File: src/rtl/coh_event_classifier.sv
module coh_event_classifier #(
  parameter int IDXW = 6,
  parameter int ACKW = 4
) (
  input  logic            clk,
  input  logic            rst_n,
  input  logic            rsp_vld,
  input  logic [2:0]      rsp_type,
  input  logic [IDXW-1:0] rsp_idx,
  input  logic [4:0]      rsp_state,
  input  logic            rsp_peer,
  input  logic [ACKW-1:0] rsp_acks,
  input  logic [ACKW-1:0] rsp_pend,
  output logic            rsp_pop,
  input  logic            fwd_vld,
  input  logic [1:0]      fwd_type,
  input  logic [IDXW-1:0] fwd_idx,
  input  logic [4:0]      fwd_state,
  output logic            fwd_pop,
  input  logic            inr_vld,
  input  logic [2:0]      inr_type,
  input  logic [IDXW-1:0] inr_idx,
  input  logic            inr_hit,
  input  logic            inr_way_free,
  input  logic [IDXW-1:0] vic_idx,
  input  logic [4:0]      vic_state,
  output logic            inr_pop,
  input  logic            ctl_accept,
  input  logic            ctl_stall,
  input  logic            wake_vld,
  input  logic [IDXW-1:0] wake_idx,
  output logic            ev_vld,
  output logic [4:0]      ev_code,
  output logic [IDXW-1:0] ev_idx,
  output logic            ev_err
);
  localparam logic [4:0] EV_LOAD = 5'd0, EV_STORE = 5'd1, EV_WBACK = 5'd2, EV_IN_DATA = 5'd3,
                         EV_INV = 5'd4, EV_INV_SELF = 5'd5, EV_INV_OTHER = 5'd6, EV_EVICT = 5'd7,
                         EV_FWD_X = 5'd8, EV_FWD_S = 5'd9, EV_DATA = 5'd10, EV_DATA_EX = 5'd11,
                         EV_DATA_PEER = 5'd12, EV_DATA_ALL = 5'd13, EV_IN_ACK = 5'd14,
                         EV_ACK = 5'd15, EV_ACK_ALL = 5'd16, EV_WB_DONE = 5'd17, EV_ERR = 5'd31;
  localparam logic [4:0] ST_RD_WAIT = 5'd8, ST_RD_WAIT_INV = 5'd11;

  function automatic logic held_inward(input logic [4:0] st);
    return st inside {5'd2, 5'd4, 5'd6, 5'd14, 5'd15, 5'd16, 5'd18};
  endfunction

  logic [2:0]            parked;
  logic [2:0][IDXW-1:0]  park_idx;
  logic [2:0]            elig, sel;
  logic [ACKW-1:0]       ack_left;
  logic [4:0]            c_rsp, c_fwd, c_inr;
  logic                  e_rsp, e_inr;
  logic [IDXW-1:0]       i_inr;
  logic                  go;

  assign elig = {inr_vld & ~parked[2], fwd_vld & ~parked[1], rsp_vld & ~parked[0]};
  assign sel  = {elig[2] & ~|elig[1:0], elig[1] & ~elig[0], elig[0]};
  assign ack_left = rsp_pend - rsp_acks;

  always_comb begin
    e_rsp = 1'b0;
    c_rsp = EV_ERR;
    case (rsp_type)
      3'd0: begin
        if ((rsp_state == ST_RD_WAIT || rsp_state == ST_RD_WAIT_INV) && rsp_peer) c_rsp = EV_DATA_PEER;
        else c_rsp = (ack_left == '0) ? EV_DATA_ALL : EV_DATA;
      end
      3'd1: c_rsp = EV_DATA_EX;
      3'd2: c_rsp = (ack_left == '0) ? EV_ACK_ALL : EV_ACK;
      3'd3: c_rsp = EV_WB_DONE;
      default: e_rsp = 1'b1;
    endcase
  end

  always_comb begin
    if (held_inward(fwd_state)) c_fwd = EV_INV_OTHER;
    else begin
      case (fwd_type)
        2'd0:    c_fwd = EV_INV;
        2'd3:    c_fwd = EV_FWD_S;
        default: c_fwd = EV_FWD_X;
      endcase
    end
  end

  always_comb begin
    e_inr = 1'b0;
    i_inr = inr_idx;
    c_inr = EV_ERR;
    case (inr_type)
      3'd0: c_inr = EV_IN_DATA;
      3'd1: c_inr = EV_IN_ACK;
      3'd2, 3'd3, 3'd4, 3'd5: begin
        if (!inr_hit && !inr_way_free) begin
          i_inr = vic_idx;
          c_inr = held_inward(vic_state) ? EV_INV_SELF : EV_EVICT;
        end else if (inr_type == 3'd2) c_inr = EV_LOAD;
        else if (inr_type == 3'd5)     c_inr = EV_WBACK;
        else                           c_inr = EV_STORE;
      end
      default: e_inr = 1'b1;
    endcase
  end

  assign ev_vld  = |elig;
  assign ev_code = sel[0] ? c_rsp : sel[1] ? c_fwd : c_inr;
  assign ev_idx  = sel[0] ? rsp_idx : sel[1] ? fwd_idx : i_inr;
  assign ev_err  = (sel[0] & e_rsp) | (sel[2] & e_inr);

  assign go = ev_vld & ctl_accept;
  assign {inr_pop, fwd_pop, rsp_pop} = sel & {3{go & ~ctl_stall}};

  always_ff @(posedge clk) begin
    if (!rst_n) begin
      parked   <= '0;
      park_idx <= '0;
    end else begin
      for (int q = 0; q < 3; q++) begin
        if (go && sel[q] && ctl_stall) begin
          parked[q]   <= 1'b1;
          park_idx[q] <= ev_idx;
        end else if (wake_vld && wake_idx == park_idx[q]) begin
          parked[q] <= 1'b0;
        end
      end
    end
  end

  p_single_pop_r9: assert property (@(posedge clk) disable iff (!rst_n)
    $onehot0({inr_pop, fwd_pop, rsp_pop}));
  p_pop_handshake_r9: assert property (@(posedge clk) disable iff (!rst_n)
    (rsp_pop || fwd_pop || inr_pop) |-> (ev_vld && ctl_accept && !ctl_stall));
  p_rsp_first_r2: assert property (@(posedge clk) disable iff (!rst_n)
    (rsp_vld && !parked[0]) |-> (!fwd_pop && !inr_pop));
  p_park_rsp_r10: assert property (@(posedge clk) disable iff (!rst_n)
    (sel[0] && ctl_accept && ctl_stall) |=> !rsp_pop);
  p_park_inr_r10: assert property (@(posedge clk) disable iff (!rst_n)
    (sel[2] && ctl_accept && ctl_stall) |=> !inr_pop);
  p_err_code_r5: assert property (@(posedge clk) disable iff (!rst_n)
    ev_err |-> (ev_code == EV_ERR));
endmodule

File: config.mk
export PLATFORM = sky130hd
export DESIGN_NAME = coh_event_classifier
export DESIGN_NICKNAME = d
export VERILOG_FILES = /design/src/rtl/coh_event_classifier.sv
export SDC_FILE = /design/constraint.sdc
export NUM_CORES = 1
export LEC_CHECK = 0
export ABC_AREA = 1
export BUFFER_PORTS_ARGS = -buffer_cell sky130_fd_sc_hd__clkbuf_2
export CORE_ASPECT_RATIO = 1.5
export CORE_UTILIZATION = 50
export CTS_BUF_LIST = sky130_fd_sc_hd__clkbuf_4
export DETAILED_ROUTE_END_ITERATION = 6
export PLACE_DENSITY = 0.83
export SLEW_MARGIN = 25
export SYNTH_ARGS = -nofsm -noshare
export SYNTH_HDL_FRONTEND = slang
export SYNTH_SLANG_ARGS = --single-unit
export TNS_END_PERCENT = 30
File: constraint.sdc
create_clock -name clk -period 2.4 [get_ports clk]
set_clock_uncertainty 0.1 [all_clocks]
set_input_delay 0.48 -clock clk [delete_from_list [all_inputs] [get_ports clk]]
set_output_delay 0.48 -clock clk [all_outputs]
set_load 0.02 [all_outputs]
Word level (Yosys, flattened, before mapping):

Cells that the tools add are included.
Widths: inputs -> output; s select.

* output and inout bits: 16
* flip-flop bits (word level): 21

* equality and inequality tests: 28
* reduce and logical (&&, ||, !) cells: 29
* multiplexer cells: 25
* add/sub/neg operators: 1
* bitwise logic cells: 16

Operator list (number)
* $eq 5x4->1 const B: 6
* $mux 6: 4
* $eq 5x3->1 const B: 4
* $eq 5x5->1 const B: 4
* $pmux 5 s4: 1
* $eq 6x6->1: 3
* $mux 5: 3
* $pmux 5 s3: 1
* $reduce_bool 7->1: 2
* $eq 3x2->1 const B: 4
* $logic_and 1x1->1: 11
* $eq 5x2->1 const B: 2
* $and 1x1->1: 9
* $mux 3: 3
* $mux 1: 8
* $pmux 4 s2: 1
* $reduce_or 4->1: 2
* $eq 3x1->1 const B: 2
* $eq 3x3->1 const B: 2
* $logic_not 3->1: 2
* $mux 2: 3
* $reduce_bool 2->1: 3
* $reduce_or 6->1: 1
* $not 1->1: 5
* other kinds (11): 13

Depth between registers and ports, before layout:

* depth in word-level cells: 8
* gate-level depth with buffers: 14

Worst setup path before layout:

Ideal clock, no wire load.

* kind: input to output
* start: input rsp_acks[2]
* end: output ev_code[4]
* path slack: 93 ps
* arrival time: 1727 ps
* stages: 9
* path through: inv_1 ha_1 a21oi_1 nand3_1 nand2_1 nand2_1 nand2_1 nand2_1 o22ai_1

* cells in the longest elaborated chain, start to end: 5

Ends and longest elaborated chain
* start: declaration: RTL line 12 `input logic [ACKW-1:0] rsp_acks,`
* $sub 4x4->4: RTL line 59 `assign ack_left = rsp_pend - rsp_acks;`
* $logic_not 4->1: RTL line 70 `3'd2: c_rsp = (ack_left == '0) ? EV_ACK_ALL : EV_ACK;`
* $mux 5: RTL line 70
* $pmux 5 s4: RTL line 64 `case (rsp_type)`
* $mux 5: RTL line 107 `assign ev_code = sel[0] ? c_rsp : sel[1] ? c_fwd : c_inr;`
* end: declaration: RTL line 33 `output logic [4:0] ev_code,`

Every way passes these cells.

Final worst setup path:

* start: input rsp_pend[1]
* end: output ev_code[2]

* cells in the longest elaborated chain, start to end: 6
* elaborated cells on any way between the ends: 7
* those cells by class: add/sub (1); mux (5); reduce/logical (1)

Ends and longest elaborated chain
* start: declaration: RTL line 13 `input logic [ACKW-1:0] rsp_pend,`
* $sub 4x4->4 (*): RTL line 59
* $logic_not 4->1 (*): RTL line 67, 70
* $mux 3: RTL line 67 `else c_rsp = (ack_left == '0) ? EV_DATA_ALL : EV_DATA;`
* $mux 3: RTL line 66 `if ((rsp_state == ST_RD_WAIT || rsp_state == ST_RD_WAIT_INV) && rsp_peer) c_rsp = EV_DATA_PEER;`
* $pmux 5 s4 (*): RTL line 64
* $mux 5 (*): RTL line 107

Mark *: on every way between the ends. The rest lies on a longest branch, timed or not.

==> metrics.txt <==
result of the run completed; cell repeated most along the worst path nand2_1; flop and latch count out of synthesis 21; number of enable flip-flop cells after synthesis 0; total leakage power 1.530 nW; power density over the cells ~380 mW/mm^2; H-Tree Depth 1; critical path buffer and inverter count 2; Post-route DRC 0; crit start category primary input; Synth-to-Final Area Change 31.62%; Final setup viols 0; share of flip-flops with an asynchronous set or reset after synthesis 0%; largest cells by area after synthesis nand2_1 21%, dfxtp_1 21%, inv_1 12%; Worst IR Drop VDD 0.0003806 V; final estimated routing congestion in global placement just over 0.9; worst hold slack roughly 0.32 ns; largest net degree at the start of global routing 19; fraction of final layout cells sized beyond drive strength 1 30.16%; CP max stage cell ha_4; gate count of the mapped netlist 358; count of nets after finishing roughly 530; first-pass GRT wire length 9.639 mm; Placed Cells incl. Taps between 400 and 500; WL met1 2.278 mm; TritonCTS clock tree done; endpoint kind of the worst setup timing path output port; sw frac roughly two fifths; highest routed layer met4; sequential-to-total area share from yosys stat about a fifth; FP Rows 28; number of hold-repair buffers added at the cts stage 0; total wirelength of the detailed-routed design 6.402 mm; number of diodes added for antenna fixing 0; number of vias per cell 5.313; relative contribution of sequential cells to total power 36.6%; Bufs on Longest Clock Path 2; wire length on met2 3.468 mm; height of the die 80.41 microns; top-count cell post-synth nand2_1; fillers between 300 and 400; most instantiated flip-flop cell in the synthesis netlist dfxtp_1; Distinct cells, synth 34; area share of the leading cell type in the synthesized netlist 20.70%; clock-pin slew on the worst setup and hold paths 0.12 ns; delay of the slowest critical-path stage approximately 0.25 ns; total overflow reported by the global router 0; Setup CP Type in -> out; total iterations of the first detailed-routing run 5; highest fanout seen on the critical path 4; largest delay contributor family on the critical path simple AND/OR/NAND/NOR gates; Core Footprint between 0.003 and 0.004 sq mm; worst-path cell chain buf_6 > ha_4 > nand2_4 > nand2_2 > nand2_1 > nand2_1 > nor2_2 > nand2_2 > a21oi_2 > nand2_1 > nand2_1 > nand2_1 > buf_6; Post-Syn Nets 433; endpoints failing hold 0; DPL Wire Length between 4 and 5 mm; Syn Std Cell Area between 0.002 and 0.0025 sq mm; Internal Dissipation 606.2 uW; initial core utilization between 50% and 60%; arrival time at the worst endpoint 1.82 ns; Period Utilization, post-route between 90% and 100%; via total after detailed routing 2635; Ports 88; clock sinks 21; GRT Util Overall 29.37%; clk_lat worst skew 0.33 ns; clock tree root driver cell clkbuf_4; vias in the first global route 2426; list of most frequent post-synthesis cells 113 x nand2_1, 63 x inv_1, 38 x nand3_1; Hold WC Path Type in -> reg; Max Cap Violations 0; upper clock frequency limit 0.4171 GHz; post-synth top area cell nand2_1; clock period minus final worst setup slack 2.398 ns; max-slew violation count 0; number of DRC violations after detailed-routing iteration 0 94; die span in x 54.28 microns; cts bufs inserted 3; slew of the pin with the lowest slew margin 0.4837 ns; Syn Area/Cell around 5.7 sq um; Worst EP required 1.82 ns; number of warnings issued by yosys 0; Die ar. 0.004364 sq mm; proportion of power drawn by the clock network 18.1%; initial antenna violation count 0; routed wire length per instance 12.91 microns; reported net switching power 406.7 uW; Max-slew headroom 67.56%; setup repair after global routing missed its margin true; number of port buffers 87; power share of the combinational group between 40% and 50%; post-detailed-route count of antenna-violating nets 0; met3 wire length about 380 microns; number of standard cells in the final layout excluding fillers 496
-- area by class of cell --
class | count | area (sq um) | share of cell area [%]
clock inverter | 1 | 5.005 | 0.1855
multi-input combinational | 263 | 1405 | 52.09
tap | 45 | 56.30 | 2.087
timing repair buffer | 92 | 504.2 | 18.69
clock buffer | 3 | 22.52 | 0.8349
sequential | 21 | 420.4 | 15.58
inverter | 71 | 284.0 | 10.53
-- layout by cell type, fill, tap and decap left out, types with 2 or more instances in the layout --
cell      instances
xnor2_1           4
buf_6             5
inv_4             2
clkbuf_4          3
nor2_2            2
inv_2             9
inv_1            58
buf_4             5
o22ai_1           7
a21oi_1          27
nand3_2           2
nand4_1           4
nor3_1            4
nor2_1           19
dfxtp_1          21
o21ai_0          19
nand2_4           5
nand2_2           7
nor2_4            2
nand2_1         107
clkbuf_2         81
nand3_1          36
ha_4              3
-- worst register-to-register path: stages, from the launching register on --
cell,delay [ns]
dfxtp_1,0.36
inv_1,0.07
nand2_4,0.11
nand2_8,0.10
clkinv_8,0.08
nand2_4,0.05
nor3_4,0.42
inv_4,0.11
a21oi_1,0.15
nand2_1,0.07
inv_1,0.05
-- power by group through the flow --
stage          Combinational, mW  Sequential, mW  Clock, mW
5_1_grt                    0.506           0.372      0.198
3_5_place_dp               0.407           0.379          0
2_1_floorplan              0.262           0.376          0
4_1_cts                    0.421           0.371      0.183
3_3_place_gp               0.401           0.378          0
6_report                   0.459           0.371      0.184
-- metrics by stage --
stage	TNS [ns]	setup slack, ns	utilization, %	area (sq um)	total power [mW]
3_3_place_gp	-0.1147	-0.05045	64.83	2544	0.7792
2_1_floorplan	0	0.09348	-	2049	0.6384
4_1_cts	0	0.03582	66.65	2615	0.9748
3_5_place_dp	-0.2389	-0.09381	64.83	2544	0.7855
6_report	0	0.002367	68.75	2698	1.013
5_1_grt	-0.1924	-0.07427	68.75	2698	1.077
-- per-layer routing --
metal / GRT usage, % / vias to the layer above
met4: 13.85 / 0
li1: - / 1328
met1: 29.37 / 1154
met5: 0 / -
met2: 55.49 / 122
met3: 3.977 / 31
-- sequential cells by signal (all words and copies together), names as in the netlist --
register / count
park_idx: 18
parked: 3
-- worst paths after layout --
check	from	endpoint	slack (ns)	cells after the start
worst min-delay path	rst_n	park_idx[5]$_SDFFE_PN0P_	0.32	3
worst min register to register	park_idx[3]$_SDFFE_PN0P_	park_idx[3]$_SDFFE_PN0P_	0.38	2
worst max-delay path	rsp_pend[1]	ev_code[2]	0.002	13
worst max register to register	parked[0]$_SDFFE_PN0P_	park_idx[13]$_SDFFE_PN0P_	0.70	10
-- cells by family (layout without fill, tap and decap cells) --
| logic type | after synthesis | in the layout | share of synthesized area, % |
|---|---|---|---|
| and+or+nand+nor | 193 | 193 | 43.71 |
| xor gates and xnor gates | 4 | 4 | 1.709 |
| AOI/OAI and AO/OA | 63 | 63 | 17.16 |
| adders and majority gates | 3 | 3 | 1.832 |
| DFF | 21 | 21 | 20.51 |
| buffers and inverters | 74 | 167 | 15.08 |
-- timing repair --
action / in CTS / in global routing
buffers inserted: 1 / 0
pin swaps: 2 / 12
gates cloned: 0 / 0
endpoints found under the hold margin: 0 / 0
gates resized for setup: 7 / 28
setup endpoints to repair: 4 / 5
Power figures use the tool's default switching activity.
